--- src/rtl/peak_cap_pkg.sv ---
package peak_cap_pkg;
  typedef enum logic [1:0] {
    MODE_SAMP = 2'b00,
    MODE_XY   = 2'b01,
    MODE_PEAK = 2'b10,
    MODE_RSV  = 2'b11
  } acq_mode_e;
endpackage

--- src/rtl/peak_src_stage.sv ---
module peak_src_stage #(
  parameter int DW = 8
) (
  input  logic          clk_i,
  input  logic          rst_ni,
  input  logic          conv_en_i,
  input  logic          save_en_i,
  input  logic          test_i,
  input  logic [DW-1:0] adc_i,
  input  logic [DW-1:0] diag_i,
  output logic [DW-1:0] smp_o,
  output logic          smp_vld_o,
  output logic          smp_first_o
);
  logic          pend_q;
  logic [DW-1:0] bus_d;

  assign bus_d = test_i ? diag_i : adc_i;

  always_ff @(posedge clk_i or negedge rst_ni) begin
    if (!rst_ni) begin
      smp_o       <= '0;
      smp_vld_o   <= 1'b0;
      smp_first_o <= 1'b0;
      pend_q      <= 1'b1;
    end else begin
      smp_vld_o <= conv_en_i;
      if (conv_en_i) begin
        smp_o       <= bus_d;
        // boundary coinciding with a sample makes it the seed of the new period
        smp_first_o <= save_en_i | pend_q;
        pend_q      <= 1'b0;
      end else if (save_en_i) begin
        pend_q <= 1'b1;
      end
    end
  end
endmodule

--- src/rtl/peak_cmp.sv ---
module peak_cmp #(
  parameter int DW = 8
) (
  input  logic [DW-1:0] smp_i,
  input  logic [DW-1:0] lo_i,
  input  logic [DW-1:0] hi_i,
  output logic          lower_o,
  output logic          higher_o
);
  assign lower_o  = smp_i < lo_i;
  assign higher_o = smp_i > hi_i;
endmodule

--- src/rtl/peak_reg_bank.sv ---
module peak_reg_bank
  import peak_cap_pkg::*;
#(
  parameter int DW = 8
) (
  input  logic          clk_i,
  input  logic          rst_ni,
  input  logic [1:0]    mode_i,
  input  logic          smp_vld_i,
  input  logic          smp_first_i,
  input  logic [DW-1:0] smp_i,
  input  logic          lower_i,
  input  logic          higher_i,
  output logic [DW-1:0] min_o,
  output logic [DW-1:0] max_o
);
  localparam int NLANE = 2;

  acq_mode_e        mode;
  logic             is_peak, is_xy;
  logic             phase_q, eff_phase;
  logic [NLANE-1:0] ld;
  logic [DW-1:0]    lane_q [NLANE];

  assign mode = acq_mode_e'(mode_i);

  always_comb begin
    is_peak   = (mode == MODE_PEAK);
    is_xy     = (mode == MODE_XY);
    eff_phase = is_xy ? phase_q : (smp_first_i ? 1'b0 : phase_q);
    if (is_peak) begin
      ld[0] = smp_first_i | lower_i;
      ld[1] = smp_first_i | higher_i;
    end else begin
      ld[0] = ~eff_phase;
      ld[1] = eff_phase;
    end
    ld = ld & {NLANE{smp_vld_i}};
  end

  always_ff @(posedge clk_i or negedge rst_ni) begin
    if (!rst_ni)                    phase_q <= 1'b0;
    else if (smp_vld_i && !is_peak) phase_q <= ~eff_phase;
  end

  for (genvar i = 0; i < NLANE; i++) begin : g_lane
    always_ff @(posedge clk_i or negedge rst_ni) begin
      if (!rst_ni)    lane_q[i] <= '0;
      else if (ld[i]) lane_q[i] <= smp_i;
    end
  end

  assign min_o = lane_q[0];
  assign max_o = lane_q[1];
endmodule

--- src/rtl/peak_out_stage.sv ---
module peak_out_stage #(
  parameter int DW = 8
) (
  input  logic          clk_i,
  input  logic          rst_ni,
  input  logic          save_en_i,
  input  logic [DW-1:0] min_i,
  input  logic [DW-1:0] max_i,
  output logic [DW-1:0] min_o,
  output logic [DW-1:0] max_o,
  output logic          pair_vld_o
);
  logic armed_q, fire_q;

  always_ff @(posedge clk_i or negedge rst_ni) begin
    if (!rst_ni) begin
      armed_q    <= 1'b0;
      fire_q     <= 1'b0;
      min_o      <= '0;
      max_o      <= '0;
      pair_vld_o <= 1'b0;
    end else begin
      if (save_en_i) armed_q <= 1'b1;
      fire_q     <= save_en_i & armed_q;
      pair_vld_o <= fire_q;
      // lanes at this edge hold every sample converted before the strobe
      if (fire_q) begin
        min_o <= min_i;
        max_o <= max_i;
      end
    end
  end
endmodule

--- src/rtl/peak_capture.sv ---
module peak_capture #(
  parameter int DW = 8
) (
  input  logic          clk_i,
  input  logic          rst_ni,
  input  logic          conv_en_i,
  input  logic          save_en_i,
  input  logic [1:0]    mode_i,
  input  logic          test_i,
  input  logic [DW-1:0] adc_i,
  input  logic [DW-1:0] diag_i,
  output logic [DW-1:0] min_o,
  output logic [DW-1:0] max_o,
  output logic          pair_vld_o
);
  logic [DW-1:0] smp_w, lo_w, hi_w;
  logic          smp_vld_w, smp_first_w, lower_w, higher_w;

  peak_src_stage #(.DW(DW)) u_src (
    .clk_i       (clk_i),
    .rst_ni      (rst_ni),
    .conv_en_i   (conv_en_i),
    .save_en_i   (save_en_i),
    .test_i      (test_i),
    .adc_i       (adc_i),
    .diag_i      (diag_i),
    .smp_o       (smp_w),
    .smp_vld_o   (smp_vld_w),
    .smp_first_o (smp_first_w)
  );

  peak_cmp #(.DW(DW)) u_cmp (
    .smp_i    (smp_w),
    .lo_i     (lo_w),
    .hi_i     (hi_w),
    .lower_o  (lower_w),
    .higher_o (higher_w)
  );

  peak_reg_bank #(.DW(DW)) u_bank (
    .clk_i       (clk_i),
    .rst_ni      (rst_ni),
    .mode_i      (mode_i),
    .smp_vld_i   (smp_vld_w),
    .smp_first_i (smp_first_w),
    .smp_i       (smp_w),
    .lower_i     (lower_w),
    .higher_i    (higher_w),
    .min_o       (lo_w),
    .max_o       (hi_w)
  );

  peak_out_stage #(.DW(DW)) u_out (
    .clk_i      (clk_i),
    .rst_ni     (rst_ni),
    .save_en_i  (save_en_i),
    .min_i      (lo_w),
    .max_i      (hi_w),
    .min_o      (min_o),
    .max_o      (max_o),
    .pair_vld_o (pair_vld_o)
  );
endmodule

--- config.mk ---
export PLATFORM = sky130hd
export DESIGN_NAME = peak_capture
export DESIGN_NICKNAME = d
export VERILOG_FILES = /design/src/rtl/peak_cap_pkg.sv /design/src/rtl/peak_src_stage.sv /design/src/rtl/peak_cmp.sv /design/src/rtl/peak_reg_bank.sv /design/src/rtl/peak_out_stage.sv /design/src/rtl/peak_capture.sv
export SDC_FILE = /design/constraint.sdc
export NUM_CORES = 1
export LEC_CHECK = 0
export BUFFER_PORTS_ARGS = -buffer_cell sky130_fd_sc_hd__buf_2
export CAP_MARGIN = 10
export CORE_MARGIN = 4
export CORE_UTILIZATION = 32
export DETAILED_ROUTE_END_ITERATION = 7
export PLACE_DENSITY = 0.56
export SLEW_MARGIN = 20
export SYNTH_ARGS = -nofsm -noshare
export SYNTH_HDL_FRONTEND = slang
export SYNTH_SLANG_ARGS = --single-unit
--- constraint.sdc ---
create_clock -name clk_i -period 2 [get_ports clk_i]
set_clock_uncertainty 0.2 [all_clocks]
set_input_delay 0.4 -clock clk_i [delete_from_list [all_inputs] [get_ports clk_i]]
set_output_delay 0.4 -clock clk_i [all_outputs]
set_load 0.005 [all_outputs]
# Yosys cells after proc, flatten, opt, wreduce, memory -nomap -nowiden
# Index checks and enable logic that the tools add are counted.
[op_classes]
add_sub_neg = 0
n_mul = 0
div = 0
order_cmp = 2
n_eq_ne = 2
shift = 0
n_mux = 6
bitwise_logic = 6
n_reduce_logical = 3
[op_table]
columns = ["op", "count"]
rows = [
  ["$gt 8x8->1", 1],
  ["$lt 8x8->1", 1],
  ["$mux 8", 1],
  ["$mux 1", 4],
  ["$or 1x1->1", 3],
  ["$and 2x2->2", 1],
  ["$eq 2x1->1 const B", 1],
  ["$eq 2x2->1 const B", 1],
  ["$mux 2", 1],
  ["$reduce_bool 2->1", 1],
  ["$and 1x1->1", 1],
  ["$logic_and 1x1->1", 1],
  ["$logic_not 1->1", 1],
  ["$not 1->1", 1],
]
[totals]
reg_bits = 47
latchBits = 0
mem_bits_rw = 0
rom_bits = 0
input_bits = 23
out_inout_bits = 17
word_cells = 31
mem_count = 0

# Longest topological paths before layout
[logic_depth]
ltp_word = 5
ltp_mapped = 7
depth_no_buf = 7

# Cells and area by module
# A second synthesis with hierarchy kept.
[hier_totals]
hier_cells = 175
area_unflattened_um2 = 2296.0
[modules_own_cells]
columns = ["module", "n_inst", "cells_each", "area_each_um2", "seq_area_each_um2"]
rows = [
  ["peak_out_stage", 1, 39, 737.0, 475.5],
  ["peak_reg_bank", 1, 45, 713.2, 425.4],
  ["peak_src_stage", 1, 42, 470.5, 276.5],
  ["peak_cmp", 1, 49, 375.4, 0.0],
]

# Worst setup path after synthesis
# No wires, ideal clock.
[synth_path]
path_type = "reg-to-reg"
start = "reg u_src.smp_o[7]"
end = "reg u_bank.lane_q, in the netlist u_bank.max_o[0]"
arrival_ns = 1.799
setup_slack_ns = -0.124
path_stages_with_launch = 6
path_buffers = 0
synth_period_minus_slack_ns = 2.124
path_cell_list = "dfrtp_1 ha_1 a2111oi_4 o21ai_2 o211ai_4 mux2_2"
[synth_via]
elab_chain_len = 4
[synth_lines]
columns = ["element", "line", "text"]
rows = [
  ["start, declared", "peak_src_stage.sv:11", "output logic [DW-1:0] smp_o,"],
  ["start signal, assigned", "peak_src_stage.sv:29", "smp_o <= bus_d;"],
  ["$gt 8x8->1", "peak_cmp.sv:11", "assign higher_o = smp_i > hi_i;"],
  ["$or 1x1->1", "peak_reg_bank.sv:33", "ld[1] = smp_first_i | higher_i;"],
  ["$mux 2", "peak_reg_bank.sv:31", "if (is_peak) begin"],
  ["$and 2x2->2", "peak_reg_bank.sv:38", "ld = ld & {NLANE{smp_vld_i}};"],
  ["end signal, assigned by index", "peak_reg_bank.sv:49", "else if (ld[i]) lane_q[i] <= smp_i;"],
  ["end, declared", "peak_reg_bank.sv:23", "logic [DW-1:0] lane_q [NLANE];"],
]
# Every way passes these cells.
# A chain may end at the register's enable or synchronous reset.

# Worst setup path in the final report
[layout_path]
start = "reg u_src.smp_o[1]"
end = "reg u_bank.lane_q, in the netlist u_bank.max_o[0]"
# Same word-level chain as after synthesis.

==> results.cfg <==
[status]
status = finished with violations
violated_checks = negative setup slack

[floorplanning]
ioPinCount = 40
die_height_um = 92.0
fp.dieArea_mm2 = 0.00846
chip_width_um = 92.0
initial_utilization = 0.330
num_rows = 30
area_of_the_placeable_core_mm2 = 0.00683

[global_routing]
grt.total_usage = 0.122
via_count_of_the_first_global_routing_pass = 1685
grt_antenna_before_repair = 0
largest_net_degree_at_the_start_of_global_routing = 27
global_route_wire_length_before_repair_um = 8110
global_route.overflow_total = 0

[clock_tree]
clockBufferDepth = 2
insertion_delay_ns = 0.30
cts_tree = done
clock_pin_slew_on_the_worst_setup_and_hold_paths_ns = 0.09
number_of_buffers_added_by_the_clock_tree_synthesis_step = 5
clk_root_buffer_cell = clkbuf_8
level_count_of_the_clock_h_tree = 2
tritoncts_num_sinks = 47

[synthesis]
ys_seq_elements = 47
postSynthNetCount = 219
post-synth-top-area-cell = dfrtp_1
syn_area_per_cell_um2 = 12.5
synth.distinct_cells = 30
netlist_top_cells_area = dfrtp_1 51%, mux2_2 16%, ha_1 8.3%
yosys_warnings = 0
synthesis.area_mm2 = 0.00226
synth_largest_type_area_fraction = 0.510
yosysSeqAreaShare = 0.522
post_synth_inst_count = 181

[final_layout]
antenna-diode-count = 0
layout.cells.most_common = dfrtp_1
layout-drive-gt1-share = 0.565
nNetsFinal = 299
most-common-layout-cells = 41 x dfrtp_1, 39 x buf_2, 34 x buf_4, 17 x mux2_2, 16 x inv_1
synthToLayoutAreaGrowth_pct = 42.2
filler_cell_count = 670

[worst_setup_path]
crit_arrival_ns = 2.13
crit_required_ns = 1.99
setup.worst_path.start_class = flip-flop
regToRegStartpoint = u_src.smp_o[1]$_DFFE_PN0P_
worst-path-max-fanout = 5
endpoint_kind = flip-flop
critical_path_class = reg -> reg
crit_startpoint = u_src.smp_o[1]$_DFFE_PN0P_

[detailed_routing]
drc = 0
vias = 1604
drt-wirelength-per-cell_um = 13.6
vias_per_cell = 4.48
drt-total-wl_um = 4860
drt_iter0_markers = 29
dr.pass1.iters = 4
route.antenna.remaining_nets = 0

[pwr]
power.ir.vdd_worst_uv = 436
fin_total_pwr_mw = 3.61
power_per_cell_area_mw_per_mm2 = 1120
cellLeakagePower_nw = 1.49

[timing]
timing.final.hold_violations = 0
unrepaired_setup_endpoints_after_global_routing = yes
finalCriticalPeriod_ns = 2.15
remaining_max_slew_budget_at_the_tightest_pin = 0.747
worst_setup_slack_after_layout_ns = -0.145
achievable_frequency_mhz = 466
final.hold.worst_slack_ns = 0.117
worst_slew_pin_slew_ns = 0.379
period_share = 1.07
number_of_slew_limit_violations_in_the_final_report = 0
setup_viol = 16

[placed_design]
place_congestion = 0.732
dpl.hpwl_um = 3470
portBuffers = 39

[min_path]
timing.hold.worst.start = save_en_i
worst_hold_path_type = in -> reg

[flow_run]
cap_violations = 0
[cell usage after synthesis]
cell and count:
nor2_1 11, nand2b_1 2, a211oi_1 2, nand2_1 3, dfrtp_1 46, a21o_1 1
inv_1 18, dfstp_2 1, a21oi_4 1, o21ai_1 2, or2_2 1, o21ai_0 4
a21oi_1 13, o21a_1 2, o211ai_4 1, mux2_2 32, nor3_1 1, nand4_1 2
a2111oi_4 1, nand2b_4 1, and2_1 1, clkbuf_1 5, ha_1 15, o21ai_2 1
nor2b_1 2, mux2i_1 8, o211ai_1 1, a22oi_1 1, a2111oi_2 1, and2b_1 1
[sequential cells by signal, summed over array words and instances, names as in the netlist]
name               cells
u_bank.max_o           8
u_bank.min_o           8
u_out.max_o            8
u_out.min_o            8
u_src.smp_o            8
u_bank.phase_q         1
u_out.armed_q          1
u_out.fire_q           1
u_out.pair_vld_o       1
u_src.pend_q           1
u_src.smp_first_o      1
u_src.smp_vld_o        1
[metal layers]
metal | GRT usage | vias to the layer above | part of all wire
li1 | - | 793 | -
met4 | 0.0446 | 0 | 0.016
met2 | 0.192 | 29 | 0.45
met5 | 0 | - | 0
met3 | 0.0287 | 7 | 0.041
met1 | 0.164 | 775 | 0.49
[stage by stage]
step | setup WS, ns | setup TNS (ns) | cell area [µm²] | instances | utilization
after floorplan | -0.112 | -1.51 | 2290 | 181 | -
after global placement | -0.227 | -2.87 | 2820 | 342 | 0.413
after detailed placement | -0.290 | -3.30 | 2820 | 342 | 0.413
after CTS | -0.152 | -1.97 | 3070 | 355 | 0.450
after global routing | -0.231 | -2.90 | 3210 | 358 | 0.470
final | -0.145 | -1.71 | 3210 | 358 | 0.470
[kinds of logic (layout without fill, tap and decap cells)]
family / count (synthesis) / after routing / synth area share
flops: 47 / 47 / 0.522
mux: 40 / 40 / 0.195
compound gates: 31 / 31 / 0.105
simple gates: 25 / 25 / 0.0571
buf+inv: 23 / 104 / 0.0382
fa+ha+maj: 15 / 15 / 0.0831
[layout make-up]
class	count	area (µm²)	share of cell area
flip-flops and latches	47	1180	0.369
clock inverters	2	60.1	0.0187
inverters	18	67.6	0.0211
well taps	96	120	0.0374
clock buffers	6	72.6	0.0226
repair buffers	78	505	0.158
multi-input cells	111	1200	0.374
[worst paths after layout]
| kind | end | slack, ns | cells after the start |
|---|---|---|---|
| max reg2reg | u_bank.max_o[0]$_DFFE_PN0P_ | -0.15 | 7 |
| min in group asynchronous | u_out.min_o[6]$_DFFE_PN0P_ | 0.41 | 3 |
| min | u_out.armed_q$_DFFE_PN0P_ | 0.12 | 2 |
| min reg2reg | u_out.armed_q$_DFFE_PN0P_ | 0.27 | 1 |
| max | u_bank.max_o[0]$_DFFE_PN0P_ | -0.15 | 7 |
| max in group asynchronous | u_src.smp_o[1]$_DFFE_PN0P_ | 0.89 | 3 |
[repair_timing]
action	CTS	global route
pin swaps	15	10
setup buffers	4	3
setup endpoints to repair	16	16
hold buffers	1	0
hold endpoints to repair	46	0
cloned	0	0
resized for setup	18	22
[power by group]
group          internal, mW  switching, mW  leakage, nW
registers              1.22          0.161        0.519
logic                 0.834          0.570        0.908
clock network         0.500          0.321       0.0654
[worst max-delay path, stage by stage (launching register included)]
cell and delay (ns):
dfrtp_2 0.46, ha_4 0.23, nor2b_1 0.12, o211ai_1 0.22, a21oi_2 0.11, o211ai_4 0.21
buf_6 0.17, mux2_4 0.30
Power figures use the tool's default switching activity.
